File: src/rtl/bist_chk_pkg.sv
package bist_chk_pkg;

    typedef enum logic [0:0] {
        PH_IDLE = 1'b0,
        PH_RUN  = 1'b1
    } phase_e;

    // Per-cycle events derived from the self-test enable
    typedef struct packed {
        logic entry;   // first cycle with enable seen high
        logic leave;   // first cycle with enable seen low after a run
        logic run;     // comparison window (after entry, enable high)
        logic idle;    // enable low: normal operation
    } phase_ev_t;

    // A word fails the all-zero pattern if any bit is set
    function automatic logic word_bad(input logic [63:0] w);
        return |w;
    endfunction

endpackage

File: src/rtl/bist_err_cnt.sv
module bist_err_cnt
    import bist_chk_pkg::*;
#(
    parameter int CNT_W = 8
) (
    input  logic             clk,
    input  logic             rst,
    input  phase_ev_t        ev,
    input  logic             hit,
    input  logic             clr,
    output logic [CNT_W-1:0] cnt,
    output logic             any_err
);
    localparam logic [CNT_W-1:0] CNT_MAX = {CNT_W{1'b1}};

    always_ff @(posedge clk) begin
        if (rst) begin
            cnt     <= '0;
            any_err <= 1'b0;
        end else if (ev.entry) begin
            cnt     <= '0;
            any_err <= 1'b0;
        end else if (ev.run) begin
            if (hit) begin
                any_err <= 1'b1;
                if (cnt != CNT_MAX) cnt <= cnt + 1'b1;
            end
        end else if (ev.idle && clr) begin
            cnt <= '0;
        end
    end
endmodule

File: config.mk
export PLATFORM = sky130hd
export DESIGN_NAME = bist_err_cnt
export DESIGN_NICKNAME = d
export VERILOG_FILES = /design/src/rtl/bist_chk_pkg.sv /design/src/rtl/bist_err_cnt.sv
export SDC_FILE = /design/constraint.sdc
export NUM_CORES = 1
export LEC_CHECK = 0
export BUFFER_PORTS_ARGS = -buffer_cell sky130_fd_sc_hd__buf_2
export CORE_AREA = 3 3 40 42
export DETAILED_ROUTE_END_ITERATION = 7
export DIE_AREA = 0 0 43 45
export PLACE_DENSITY = 0.65
export RECOVER_POWER = 100
export SKIP_CTS_REPAIR_TIMING = 1
export SKIP_LAST_GASP = 1
export SLEW_MARGIN = 10
export SYNTH_ARGS = -nofsm -noshare
export SYNTH_HDL_FRONTEND = slang
export SYNTH_SLANG_ARGS = --single-unit
File: constraint.sdc
create_clock -name clk -period 3.25 [get_ports clk]
set_input_delay 0.325 -clock clk [delete_from_list [all_inputs] [get_ports clk]]
set_output_delay 0.325 -clock clk [all_outputs]
set_load 0.05 [all_outputs]
### Word level (Yosys, flattened, before mapping)

Cells that the tools add are included.
Widths: inputs -> output; s select.

* output and inout port bits: 9
* bits of input ports: 8
* flip-flop bits (word level): 9
* logic and storage cells: 15

* reductions and logical operators: 5
* add/subtract/negate cells: 1
* mux-type cells: 4
* equal/unequal tests: 3

Operators by type and width (count)
* $mux 8: 4
* $add 8x1->8 const B: 1
* $ne 8x8->1 const B: 1
* $ne 2x1->1 const B: 2
* $reduce_and 3->1: 1
* $reduce_and 2->1: 1
* $reduce_bool 2->1: 1
* $reduce_or 2->1: 1
* $logic_and 1x1->1: 1

### Depth between registers and ports, before layout

Gate-level depths: netlist of the first run.

* depth after elaboration: 4
* mapped depth: 5
* gate-level depth less buffers: 5

### Worst setup path before layout of the first run

No wires, ideal clock.

* path kind: register to register
* from: register cnt[0]
* to: register cnt[5]
* library setup time: 122 ps
* buffers on the path: 0
* period minus slack after synthesis: 1864 ps
* stages on the path, launching flop included: 6
* path slack: 1386 ps
* data required time: 3128 ps
* data arrival time: 1742 ps
* cells stage by stage: dfxtp_1 > ha_1 > nand3_4 > o311ai_4 > or4_1 > nand3_1

* word-level cells in the longest chain between the ends: 4
* elaborated cells on any way between the ends: 7
* classes of those cells: add/sub: 1; eq/ne: 2; mux: 3; reduce/logical: 1

RTL lines
* start, declared: line bist_err_cnt.sv:11 `output logic [CNT_W-1:0] cnt,`
* start signal, assigned: line bist_err_cnt.sv:26 `if (cnt != CNT_MAX) cnt <= cnt + 1'b1;`
* $add 8x1->8: line bist_err_cnt.sv:26
* $mux 8: line bist_err_cnt.sv:26
* $mux 8: line bist_err_cnt.sv:24 `if (hit) begin`
* $mux 8: line bist_err_cnt.sv:23 `end else if (ev.run) begin`

Several ways; a longest one is shown, not always the timed one. The select of a mux whose other input is x is not followed.
A chain may end at the register's enable or synchronous reset.

### Final worst setup path of the first run

* from: register cnt[0]
* to: register cnt[1]

The elaborated chain is that of the path after synthesis.

==> results.md, run 1 <==
* Result of the run: complete, no violations
* Largest net degree at the start of global routing at 12
* Post-detailed-placement half-perimeter wirelength at 822 um
* Fillcell total at 137
* Yosys warns at 0
* Max VDD drop at 0.291 mV
* Count of mapped cells out of synthesis at 59
* Hold violation total from the final report at 0
* Core region area at 1280 um2
* Synth cell types at 28
* Die X at 43 um
* Slew at the pin with the worst max-slew slack at 674 ps
* Number of global-route vias before repair at 447
* Worst Skew at 0.231 ps
* Clock edge transition at the registers on the reported setup and hold paths at 60 ps
* Row count at 13
* Root Buffer: sky130_fd_sc_hd__clkbuf_4
* TritonCTS clock tree: yes
* Netlist Area Pre-Place at 504 um2
* Area of the multi-input gates at 287 um2
* Commonest cells after routing, fill and taps aside: sky130_fd_sc_hd__nand2_1 (10), sky130_fd_sc_hd__clkbuf_1 (10), sky130_fd_sc_hd__dfxtp_1 (9)
* Cell area reported after detailed placement at 584 um2
* Largest incremental delay on the critical path at 460 ps
* Portion of the clock cycle consumed by the worst path in the final layout at 53.6%
* Type of element capturing the critical path: register
* Number of flip-flops and latches in the synthesized netlist at 9
* Leakage power of the design at 0.205 nW
* Sum Neg Setup Slack at 0 ps
* Met2 wire length at 498 um
* Fraction of synthesized cell area taken by the top area cell type at 35.7%
* RD Place Congestion at 0.731
* Antenna violations before repair at 0
* Effective utilization at floorplan at 39.2%
* Clock sink count at 9
* Final wirelength at 1110 um
* Count of H-tree levels built during CTS at 1
* Post-synth EDFFs at 0
* Number of standard cells in the layout, taps in and fillers out at 90
* P per Cell Area at 378 nW/um2
* Arrival time worst endpoint at 1890 ps
* Number of max-cap violations at 0
* Drt first pass iters at 3
* Sequential fraction of the synthesis area at 35.7%
* Overall Global Routing Usage at 13.9%
* Top layer used by detailed routing: met4
* DRT iter0 DRCs at 9
* Min-delay worst type: input port to register
* Number of nets in the synthesized netlist at 68
* Asr flop ratio synth at 0%
* Setup WS post-layout at 1510 ps
* Critical-path cell with the highest stage delay: sky130_fd_sc_hd__o311ai_4
* Sequential Area at 180 um2
* Critical path, cell by cell: ha_1 -> nand3_1 -> o311ai_4 -> nand2_1 -> mux2i_1
* Die span in y at 45 um
* Headroom to the max-slew limit at 54.9%
* Residual overflow from global routing at 0
* Num CTS Buffers at 3
* Number of antenna diodes at 0
* First-pass GRT wire length at 2000 um
* Longest Clk Path Bufs at 2
* Type of the worst setup path: register to register
* Number of nets with antenna violations after routing at 0
* Final setup vio count at 0
* Biggest area consumer among synthesized cells: sky130_fd_sc_hd__dfxtp_1
* Share of layout cells above drive strength 1 at 13.3%
* IO Pins at 17
* Via-per-instance ratio at 5.37
* Worst-path fanout max at 7
* Cell total after placement at 86
* Routed wl met3 at 70 um
* Number of remaining DRC errors at 0
* Type of element launching the critical path: register
* Primary FF master, synth: sky130_fd_sc_hd__dfxtp_1
* Number of buffers inserted by port buffering at 15
* Post-route cell area at 579 um2
* Die area at 1940 um2
* DRT met1 WL at 524 um
* Total vias in the final route at 483
* Area growth syn-to-layout at 14.9%
* Post-Synthesis Mean Instance Area at 8.55 um2
* Net total in the final layout at 85
* Routed wirelength normalized by instance count at 12.3 um
* Maximum clock rate at 574 MHz
* Data required time of the critical path at 3400 ps
* Final standard cell utilization of the core at 45.1%
* Main area contributors after synthesis: sky130_fd_sc_hd__dfxtp_1 (36%), sky130_fd_sc_hd__nand2_1 (6.7%), sky130_fd_sc_hd__o311ai_4 (5.2%)
* Slew Limit Fails at 0
* Unrepaired setup endpoints after global routing: no
* Post-place setup slack at 1660 ps
* Skew-Pair Late Insertion Delay at 260 ps
* Min Tclk post-route at 1740 ps
-- worst paths after layout --
path,slack (ps),to,startpoint,cells after the start
max reg2reg,1510,cnt[1],cnt[0],5
min,370,any_err,hit,3
min reg2reg,480,any_err,any_err,2
max,1510,cnt[1],cnt[0],5
-- flip-flops by register name, summed over array words and instances (netlist names) --
register and flops:
any_err 1, cnt 8
-- report_power, final --
| part | internal [W] | switching (W) | total (W) |
|---|---|---|---|
| registers | 0.000111 | 0.000000865 | 0.000112 |
| clock network | 0.0000473 | 0.0000381 | 0.0000854 |
| logic | 0.00000654 | 0.0000152 | 0.0000218 |
-- critical path: cells and delay by family (launching register included) --
family | cells | cell delay, ps
compound gates | 1 | 460
fa+ha+maj | 1 | 190
flops | 1 | 400
mux | 1 | 160
simple gates | 2 | 410
-- cells in the mapped netlist (2+ instances only) --
master and instances:
sky130_fd_sc_hd__mux2i_1 2, sky130_fd_sc_hd__nor2_1 3, sky130_fd_sc_hd__nand2_1 9, sky130_fd_sc_hd__o21ai_1 2, sky130_fd_sc_hd__dfxtp_1 9, sky130_fd_sc_hd__a21oi_1 2
sky130_fd_sc_hd__nor3_1 3, sky130_fd_sc_hd__o2111ai_1 2, sky130_fd_sc_hd__or2_0 2, sky130_fd_sc_hd__nand3_1 4, sky130_fd_sc_hd__a31oi_1 2, sky130_fd_sc_hd__nand4_1 3
-- cells by family (layout without fill, tap and decap cells) --
kind of cell	Yosys count	in the layout	share of synthesized area, %
simple gates	30	30	33.3
compound gates	13	13	21.1
mux	2	2	3.97
fa+ha+maj	1	1	2.48
flops	9	9	35.7
buf+inv	4	20	3.47
-- metal layers --
metal | track usage [%] | up-vias
li1 | - | 254
met1 | 17.5 | 218
met2 | 20.4 | 9
met3 | 7.97 | 2
met4 | 3.61 | 0
met5 | 0 | -
-- final cells by class --
type / count / area share [%]
timing repair buffer: 15 / 11.0
clock buffer: 4 / 4.54
tap: 15 / 3.24
inverter: 1 / 0.648
multi-input combinational: 46 / 49.5
sequential: 9 / 31.1
-- through the flow --
stage / total power [W] / hold slack (ps)
floorplan: 0.000131 / 470
CTS: 0.000225 / 366
global placement: 0.000138 / 444
finish: 0.000219 / 368
global route: 0.000233 / 393
detailed placement: 0.000138 / 470
Note: power is estimated with default switching activity, not from simulation.
==> run 2: changes to the inputs <==
--- a/config.mk
+++ b/config.mk
@@ -5,11 +5,12 @@
 export SDC_FILE = /design/constraint.sdc
 export NUM_CORES = 1
 export LEC_CHECK = 0
+export ABC_AREA = 1
 export BUFFER_PORTS_ARGS = -buffer_cell sky130_fd_sc_hd__buf_2
-export CORE_AREA = 3 3 40 42
+export CORE_MARGIN = 3
+export CORE_UTILIZATION = 43
 export DETAILED_ROUTE_END_ITERATION = 7
-export DIE_AREA = 0 0 43 45
-export PLACE_DENSITY = 0.65
+export PLACE_DENSITY = 0.73
 export RECOVER_POWER = 100
 export SKIP_CTS_REPAIR_TIMING = 1
 export SKIP_LAST_GASP = 1
==> constraint.sdc (replaced) <==
create_clock -name clk -period 1.6 [get_ports clk]
set_input_delay 0.16 -clock clk [delete_from_list [all_inputs] [get_ports clk]]
set_output_delay 0.16 -clock clk [all_outputs]
set_load 0.05 [all_outputs]
==> results.md, run 2 <==
* Number of global-route vias before repair at 499 (+12%)
* Synth cell types at 19 (-32%)
* Residual overflow from global routing at 0 (unchanged)
* Netlist Area Pre-Place at 567 um2 (+12%)
* Final setup vio count at 0 (unchanged)
* Sequential fraction of the synthesis area at 31.8% (-3.9 points)
* DRT iter0 DRCs at 10 (+1)
* Area growth syn-to-layout at 15.9%
* Internal at 0.000348 W (+110%)
* Die span in y at 42.3 um (-6.0%)
* Min-delay worst type: input port to register
* Largest net degree at the start of global routing at 12 (unchanged)
* RD Place Congestion at 0.850 (+16%)
* Slew at the pin with the worst max-slew slack at 607 ps (-67.6 ps)
* Number of flip-flops and latches in the synthesized netlist at 9 (unchanged)
* Number of flip-flops under the largest register name at 8 (unchanged)
* IO Pins at 17 (unchanged)
* Type of element capturing the critical path: register
* Longest Clk Path Bufs at 2 (unchanged)
* Critical-path cell with the highest stage delay: sky130_fd_sc_hd__dfxtp_1
* Number of antenna diodes at 0 (unchanged)
* Most common cell in the synthesized netlist: sky130_fd_sc_hd__nand2_1
* Critical Path Most Common Cell: sky130_fd_sc_hd__nand2_4
* Main area contributors after synthesis: sky130_fd_sc_hd__dfxtp_1 (32%), sky130_fd_sc_hd__nand2_1 (17%), sky130_fd_sc_hd__nor2_1 (7.9%)
* Unrepaired setup endpoints after global routing: no
* Overall Global Routing Usage at 14.2% (+0.35 points)
* TritonCTS clock tree: yes
* First-pass GRT wire length at 1990 um (-0.70%)
* Reg with most FFs: cnt
* Number of buffers inserted by port buffering at 15 (unchanged)
* Number of nets with antenna violations after routing at 0 (unchanged)
* Most common library cells after synthesis: sky130_fd_sc_hd__nand2_1 (26), sky130_fd_sc_hd__nor2_1 (12), sky130_fd_sc_hd__inv_1 (11), sky130_fd_sc_hd__dfxtp_1 (9), sky130_fd_sc_hd__nand3_1 (8)
* Post-Synthesis Mean Instance Area at 6.44 um2 (-25%)
* Die X at 42.3 um (-1.6%)
* Number of nets in the synthesized netlist at 97 (+43%)
* Maximum clock rate at 727 MHz (+27%)
* Post-detailed-placement half-perimeter wirelength at 885 um (+7.6%)
* Commonest cells after routing, fill and taps aside: sky130_fd_sc_hd__nand2_1 (27), sky130_fd_sc_hd__nor2_1 (12), sky130_fd_sc_hd__inv_1 (11)
* Net total in the final layout at 115 (+35%)
* Top Registers: cnt (8), any_err (1)
* Number of remaining DRC errors at 0 (unchanged)
* Portion of the clock cycle consumed by the worst path in the final layout at 85.9% (+32 points)
* Clock edge transition at the registers on the reported setup and hold paths at 60 ps (about the same)
* Number of buffers and inverters on the critical path at 0 (unchanged)
* Headroom to the max-slew limit at 59.7% (+4.8 points)
* Fraction of power consumed by combinational cells at 15.7% (+5.8 points)
* Antenna violations before repair at 0 (unchanged)
* Skew-Pair Late Insertion Delay at 260 ps (about the same)
* Slew Limit Fails at 0 (unchanged)
* Post-place setup slack at 299 ps (-1360 ps)
* Type of the worst setup path: register to register
* Routed wirelength normalized by instance count at 10.2 um (-17%)
* Leakage power of the design at 0.297 nW (+45%)
* Yosys warns at 0 (unchanged)
* Worst hold margin at 262 ps (-106 ps)
* Drt first pass iters at 4 (+1)
* Total vias in the final route at 588 (+22%)
* Most common cell after layout, fill and taps aside: sky130_fd_sc_hd__nand2_1
* Via-per-instance ratio at 4.94 (-7.9%)
* Row count at 12 (-1)
* Core region area at 1170 um2 (-8.9%)
* Fillcell total at 124 (-9.5%)
* P per Cell Area at 744 nW/um2 (+97%)
* Min Tclk post-route at 1380 ps (-367 ps)
* Critical path, cell by cell: ha_1 -> nand2_1 -> nor2_4 -> nand2_2 -> nand2_4 -> nand2_4 -> a21oi_1 -> nor2_1
* R2R Setup Slk at 220 ps (-1280 ps)
* Die area at 1790 um2 (-7.5%)
* Overall Power at 0.000489 W (+120%)
* Arrival time worst endpoint at 1530 ps (-360 ps)
* Proportion of power drawn by flip-flops and latches at 47.7% (-3.4 points)
* Hold violation total from the final report at 0 (unchanged)
* Root Buffer: sky130_fd_sc_hd__clkbuf_4
* Clock sink count at 9 (unchanged)
* Top delay family on crit path: simple AND/OR/NAND/NOR gates
* Sw Ratio at 28.9% (+4.2 points)
* Worst Skew at 3.09 ps (+2.85 ps)
* Final wirelength at 1220 um (+10%)
* Setup WS post-layout at 225 ps (-1280 ps)
* Worst-path fanout max at 11 (+4)
* Count of H-tree levels built during CTS at 1 (unchanged)
* Post-synth EDFFs at 0 (unchanged)
* Data required time of the critical path at 1760 ps (-1640 ps)
* Fraction of synthesized cell area taken by the top area cell type at 31.8% (-3.9 points)
* Count of mapped cells out of synthesis at 88 (+49%)
* Sum Neg Setup Slack at 0 ps (unchanged)
* Effective utilization at floorplan at 48.4% (+9.2 points)
* Primary FF master, synth: sky130_fd_sc_hd__dfxtp_1
* Biggest area consumer among synthesized cells: sky130_fd_sc_hd__dfxtp_1
* Psw at 0.000141 W (+160%)
* Asr flop ratio synth at 0% (unchanged)
* Type of element launching the critical path: register
* Result of the run: complete, no violations
* Max VDD drop at 0.343 mV (+18%)
* Num CTS Buffers at 3 (unchanged)
* Largest incremental delay on the critical path at 390 ps (-70 ps)
* Clock network power share at 36.6% (-2.3 points)
* Number of max-cap violations at 0 (unchanged)
* Share of layout cells above drive strength 1 at 18.1% (+4.8 points)
==> run 2: cell types whose count changed after synthesis, sizes merged, moves of 3 or more <==
| cell | before | now |
|---|---|---|
| a21oi | 2 | 5 |
| inv | 1 | 12 |
| nand2 | 10 | 32 |
| nor2 | 3 | 14 |
| nand3 | 5 | 9 |
| nand4 | 3 | 0 |
==> run 2: metrics by stage <==
step                instances  instance area (um2)  util [%]
global placement          115                  646      55.1
finish                    119                  657      56.1
global route              119                  657      56.1
detailed placement        115                  646      55.1
floorplan                  88                  569         -
CTS                       119                  672      57.4
==> run 2: path summary, 6_finish.rpt <==
kind,from,depth (start not counted),end
hold reg to reg,any_err,2,any_err
setup / recovery,cnt[0],8,cnt[4]
hold / removal,rst,4,cnt[4]
setup reg to reg,cnt[0],8,cnt[4]
==> run 2: logic make-up after synthesis <==
group | count (synthesis) | share of synthesized area, %
and+or+nand+nor | 56 | 47.7
buffers and inverters | 14 | 10.8
DFF | 9 | 31.8
AOI/OAI and AO/OA | 8 | 7.50
adders and majority gates | 1 | 2.21
==> run 2: power groups by stage <==
stage / registers [W] / logic, W / clock network (W)
2_1_floorplan: 0.000254 / 0.0000457 / 0
3_3_place_gp: 0.000238 / 0.0000766 / 0
3_5_place_dp: 0.000238 / 0.0000779 / 0
4_1_cts: 0.000233 / 0.0000780 / 0.000186
5_1_grt: 0.000234 / 0.0000829 / 0.000197
6_report: 0.000233 / 0.0000766 / 0.000179
==> run 2: worst register-to-register path, cell delays in order, from the launching register on <==
cell                      delay (ps)
sky130_fd_sc_hd__dfxtp_1         390
sky130_fd_sc_hd__ha_1            190
sky130_fd_sc_hd__nand2_1         100
sky130_fd_sc_hd__nor2_4          110
sky130_fd_sc_hd__nand2_2          70
sky130_fd_sc_hd__nand2_4         100
sky130_fd_sc_hd__nand2_4         110
sky130_fd_sc_hd__a21oi_1         150
sky130_fd_sc_hd__nor2_1           50
==> run 2: layout make-up <==
type	count	area [um2]	area share (%)
sequential	9	181	27.6
timing repair buffer	15	63.8	9.71
tap	14	17.5	2.67
clock buffer	4	26.3	4.00
inverter	12	45.0	6.86
multi-input combinational	65	323	49.1
==> run 2: layer usage <==
layer  wire length (um)  GRT usage [%]  vias up
met2                555           23.1       16
li1                   -              -      307
met1                563           16.6      263
met4                  9           3.73        0
met5                  0              0        -
met3                 88           6.87        2
==> run 3: changes to the inputs <==
--- a/config.mk
+++ b/config.mk
@@ -7,10 +7,10 @@
 export LEC_CHECK = 0
 export ABC_AREA = 1
 export BUFFER_PORTS_ARGS = -buffer_cell sky130_fd_sc_hd__buf_2
-export CORE_MARGIN = 3
-export CORE_UTILIZATION = 43
+export CORE_AREA = 3 3 40 42
 export DETAILED_ROUTE_END_ITERATION = 7
-export PLACE_DENSITY = 0.73
+export DIE_AREA = 0 0 43 45
+export PLACE_DENSITY = 0.7
 export RECOVER_POWER = 100
 export SKIP_CTS_REPAIR_TIMING = 1
 export SKIP_LAST_GASP = 1
==> constraint.sdc (replaced) <==
create_clock -name clk -period 1.55 [get_ports clk]
set_input_delay 0.155 -clock clk [delete_from_list [all_inputs] [get_ports clk]]
set_output_delay 0.155 -clock clk [all_outputs]
set_load 0.05 [all_outputs]
==> results.md, run 3 (synthesis gave the netlist of run 2 again) <==
* Count of H-tree levels built during CTS at 1 (unchanged)
* Slew Limit Fails at 0 (unchanged)
* Residual overflow from global routing at 0 (unchanged)
* Effective utilization at floorplan at 44.1% (-4.3 points)
* Clock edge transition at the registers on the reported setup and hold paths at 60 ps (about the same)
* Routed wirelength normalized by instance count at 9.67 um (-5.5%)
* Worst-path fanout max at 11 (unchanged)
* Skew-Pair Late Insertion Delay at 260 ps (about the same)
* Path length in cells of the critical path at 8 (unchanged)
* Depth of the worst register-to-register path at 8 (unchanged)
* Result of the run: complete, no violations
* Slew at the pin with the worst max-slew slack at 601 ps (-5.56 ps)
* First-pass GRT wire length at 1990 um (unchanged)
* Max VDD drop at 0.280 mV (-18%)
* P per Cell Area at 763 nW/um2 (+2.5%)
* Most common cell after layout, fill and taps aside: sky130_fd_sc_hd__nand2_1
* IO Pins at 17 (unchanged)
* Clock network power share at 36.7% (about the same)
* Leakage power of the design at 0.298 nW (+0.15%)
* Final setup vio count at 0 (unchanged)
* Sw Ratio at 28.6% (-0.25 points)
* DRT iter0 DRCs at 25 (+15)
* Data required time of the critical path at 1700 ps (-60 ps)
* Critical Path Most Common Cell: sky130_fd_sc_hd__nand2_4
* Post-detailed-placement half-perimeter wirelength at 873 um (-1.3%)
* Unrepaired setup endpoints after global routing: no
* Total vias in the final route at 576 (-2.0%)
* Maximum clock rate at 730 MHz (+0.37%)
* Die area at 1940 um2 (+8.1%)
* Root Buffer: sky130_fd_sc_hd__clkbuf_4
* Number of max-cap violations at 0 (unchanged)
* Headroom to the max-slew limit at 60.1% (+0.37 points)
* Critical-path cell with the highest stage delay: sky130_fd_sc_hd__dfxtp_2
* Share of layout cells above drive strength 1 at 19.0% (+0.95 points)
* Reg with most FFs: cnt
* Worst Skew at 1.12 ps (-1.97 ps)
* Number of antenna diodes at 0 (unchanged)
* Internal at 0.000359 W (+3.2%)
* Hold violation total from the final report at 0 (unchanged)
* Antenna violations before repair at 0 (unchanged)
* Number of remaining DRC errors at 0 (unchanged)
* Number of flip-flops under the largest register name at 8 (unchanged)
* Critical path, cell by cell: ha_1 -> nand2_1 -> nor2_4 -> nand2_2 -> nand2_4 -> nand2_4 -> o21ai_0 -> nor2_1
* Fraction of power consumed by combinational cells at 15.5% (-0.2 points)
* TritonCTS clock tree: yes
* Longest Clk Path Bufs at 2 (unchanged)
* Worst hold margin at 251 ps (-10.9 ps)
* Commonest cells after routing, fill and taps aside: sky130_fd_sc_hd__nand2_1 (27), sky130_fd_sc_hd__nor2_1 (12), sky130_fd_sc_hd__inv_1 (11)
* Psw at 0.000144 W (+2.0%)
* Post-route cell area at 659 um2 (+0.38%)
* Largest net degree at the start of global routing at 12 (unchanged)
* Arrival time worst endpoint at 1520 ps (about the same)
* Number of buffers and inverters on the critical path at 0 (unchanged)
* Sum Neg Setup Slack at 0 ps (unchanged)
* Clock sink count at 9 (unchanged)
* Area growth syn-to-layout at 16.3%
* Overall Global Routing Usage at 13.9% (-0.31 points)
* Drt first pass iters at 4 (unchanged)
* Top delay family on crit path: simple AND/OR/NAND/NOR gates
* Type of element launching the critical path: register
* Num CTS Buffers at 3 (unchanged)
* Cell area reported after detailed placement at 647 um2 (+0.19%)
* Portion of the clock cycle consumed by the worst path in the final layout at 88.4% (+2.4 points)
* Die span in y at 45 um (+6.4%)
* Min-delay worst type: input port to register
* Final wirelength at 1160 um (-4.7%)
* Number of buffers inserted by port buffering at 15 (unchanged)
* Proportion of power drawn by flip-flops and latches at 47.9% (+0.2 points)
* Number of standard cells in the layout, taps in and fillers out at 120 (+0.84%)
* Min Tclk post-route at 1370 ps (-5.03 ps)
* Row count at 13 (+1)
* Cells on Worst Hold Path at 4 (unchanged)
* Core region area at 1280 um2 (+9.7%)
* RD Place Congestion at 0.786 (-7.5%)
* Type of the worst setup path: register to register
* Via-per-instance ratio at 4.80 (-2.9%)
* Type of element capturing the critical path: register
* Cell total after placement at 116 (+0.87%)
* Number of nets with antenna violations after routing at 0 (unchanged)
* Number of global-route vias before repair at 446 (-11%)
* Top Registers: cnt (8), any_err (1)
* Die X at 43 um (+1.6%)
* Largest incremental delay on the critical path at 360 ps (-30 ps)
* Net total in the final layout at 115 (unchanged)
-- run 3: final timing paths --
path            from       to  slack, ps
max           cnt[0]   cnt[1]        180
min              rst   cnt[6]        250
max reg2reg   cnt[0]   cnt[1]        180
min reg2reg  any_err  any_err        480
-- run 3: power groups by stage --
stage | Sequential [W] | Combinational (W) | Clock, W
final | 0.000241 | 0.0000777 | 0.000184
after global routing | 0.000242 | 0.0000883 | 0.000203
after CTS | 0.000241 | 0.0000803 | 0.000194
after detailed placement | 0.000246 | 0.0000800 | 0
after global placement | 0.000246 | 0.0000790 | 0
after floorplan | 0.000262 | 0.0000471 | 0
-- run 3: worst reg2reg max path: cells and delay by family, from the launching register on --
family	cells	cell delay [ps]
AOI/OAI and AO/OA	1	170
DFF	1	360
and+or+nand+nor	6	540
adders and majority gates	1	180
-- run 3: final cells by class --
class / count / area (um2)
timing repair buffer: 15 / 63.8
sequential: 9 / 183
multi-input combinational: 65 / 323
fill: 140 / 626
tap: 15 / 18.8
inverter: 12 / 45.0
clock buffer: 4 / 26.3
-- run 3: per-layer routing --
metal  vias to the layer above  global-route usage [%]  wire length [um]
met1                       248                    17.9               561
met5                         -                       0                 0
li1                        310                       -                 -
met2                        14                    20.4               504
met4                         0                    9.04                25
met3                         4                    3.98                68
-- run 3: metrics by stage --
| stage | util [%] | power, W | setup slack (ps) |
|---|---|---|---|
| final | 51.3 | 0.000503 | 180 |
| after global routing | 51.3 | 0.000533 | 36.9 |
| after CTS | 52.4 | 0.000515 | 214 |
| after detailed placement | 50.3 | 0.000326 | 226 |
| after global placement | 50.3 | 0.000325 | 256 |
| after floorplan | - | 0.000309 | 31.7 |
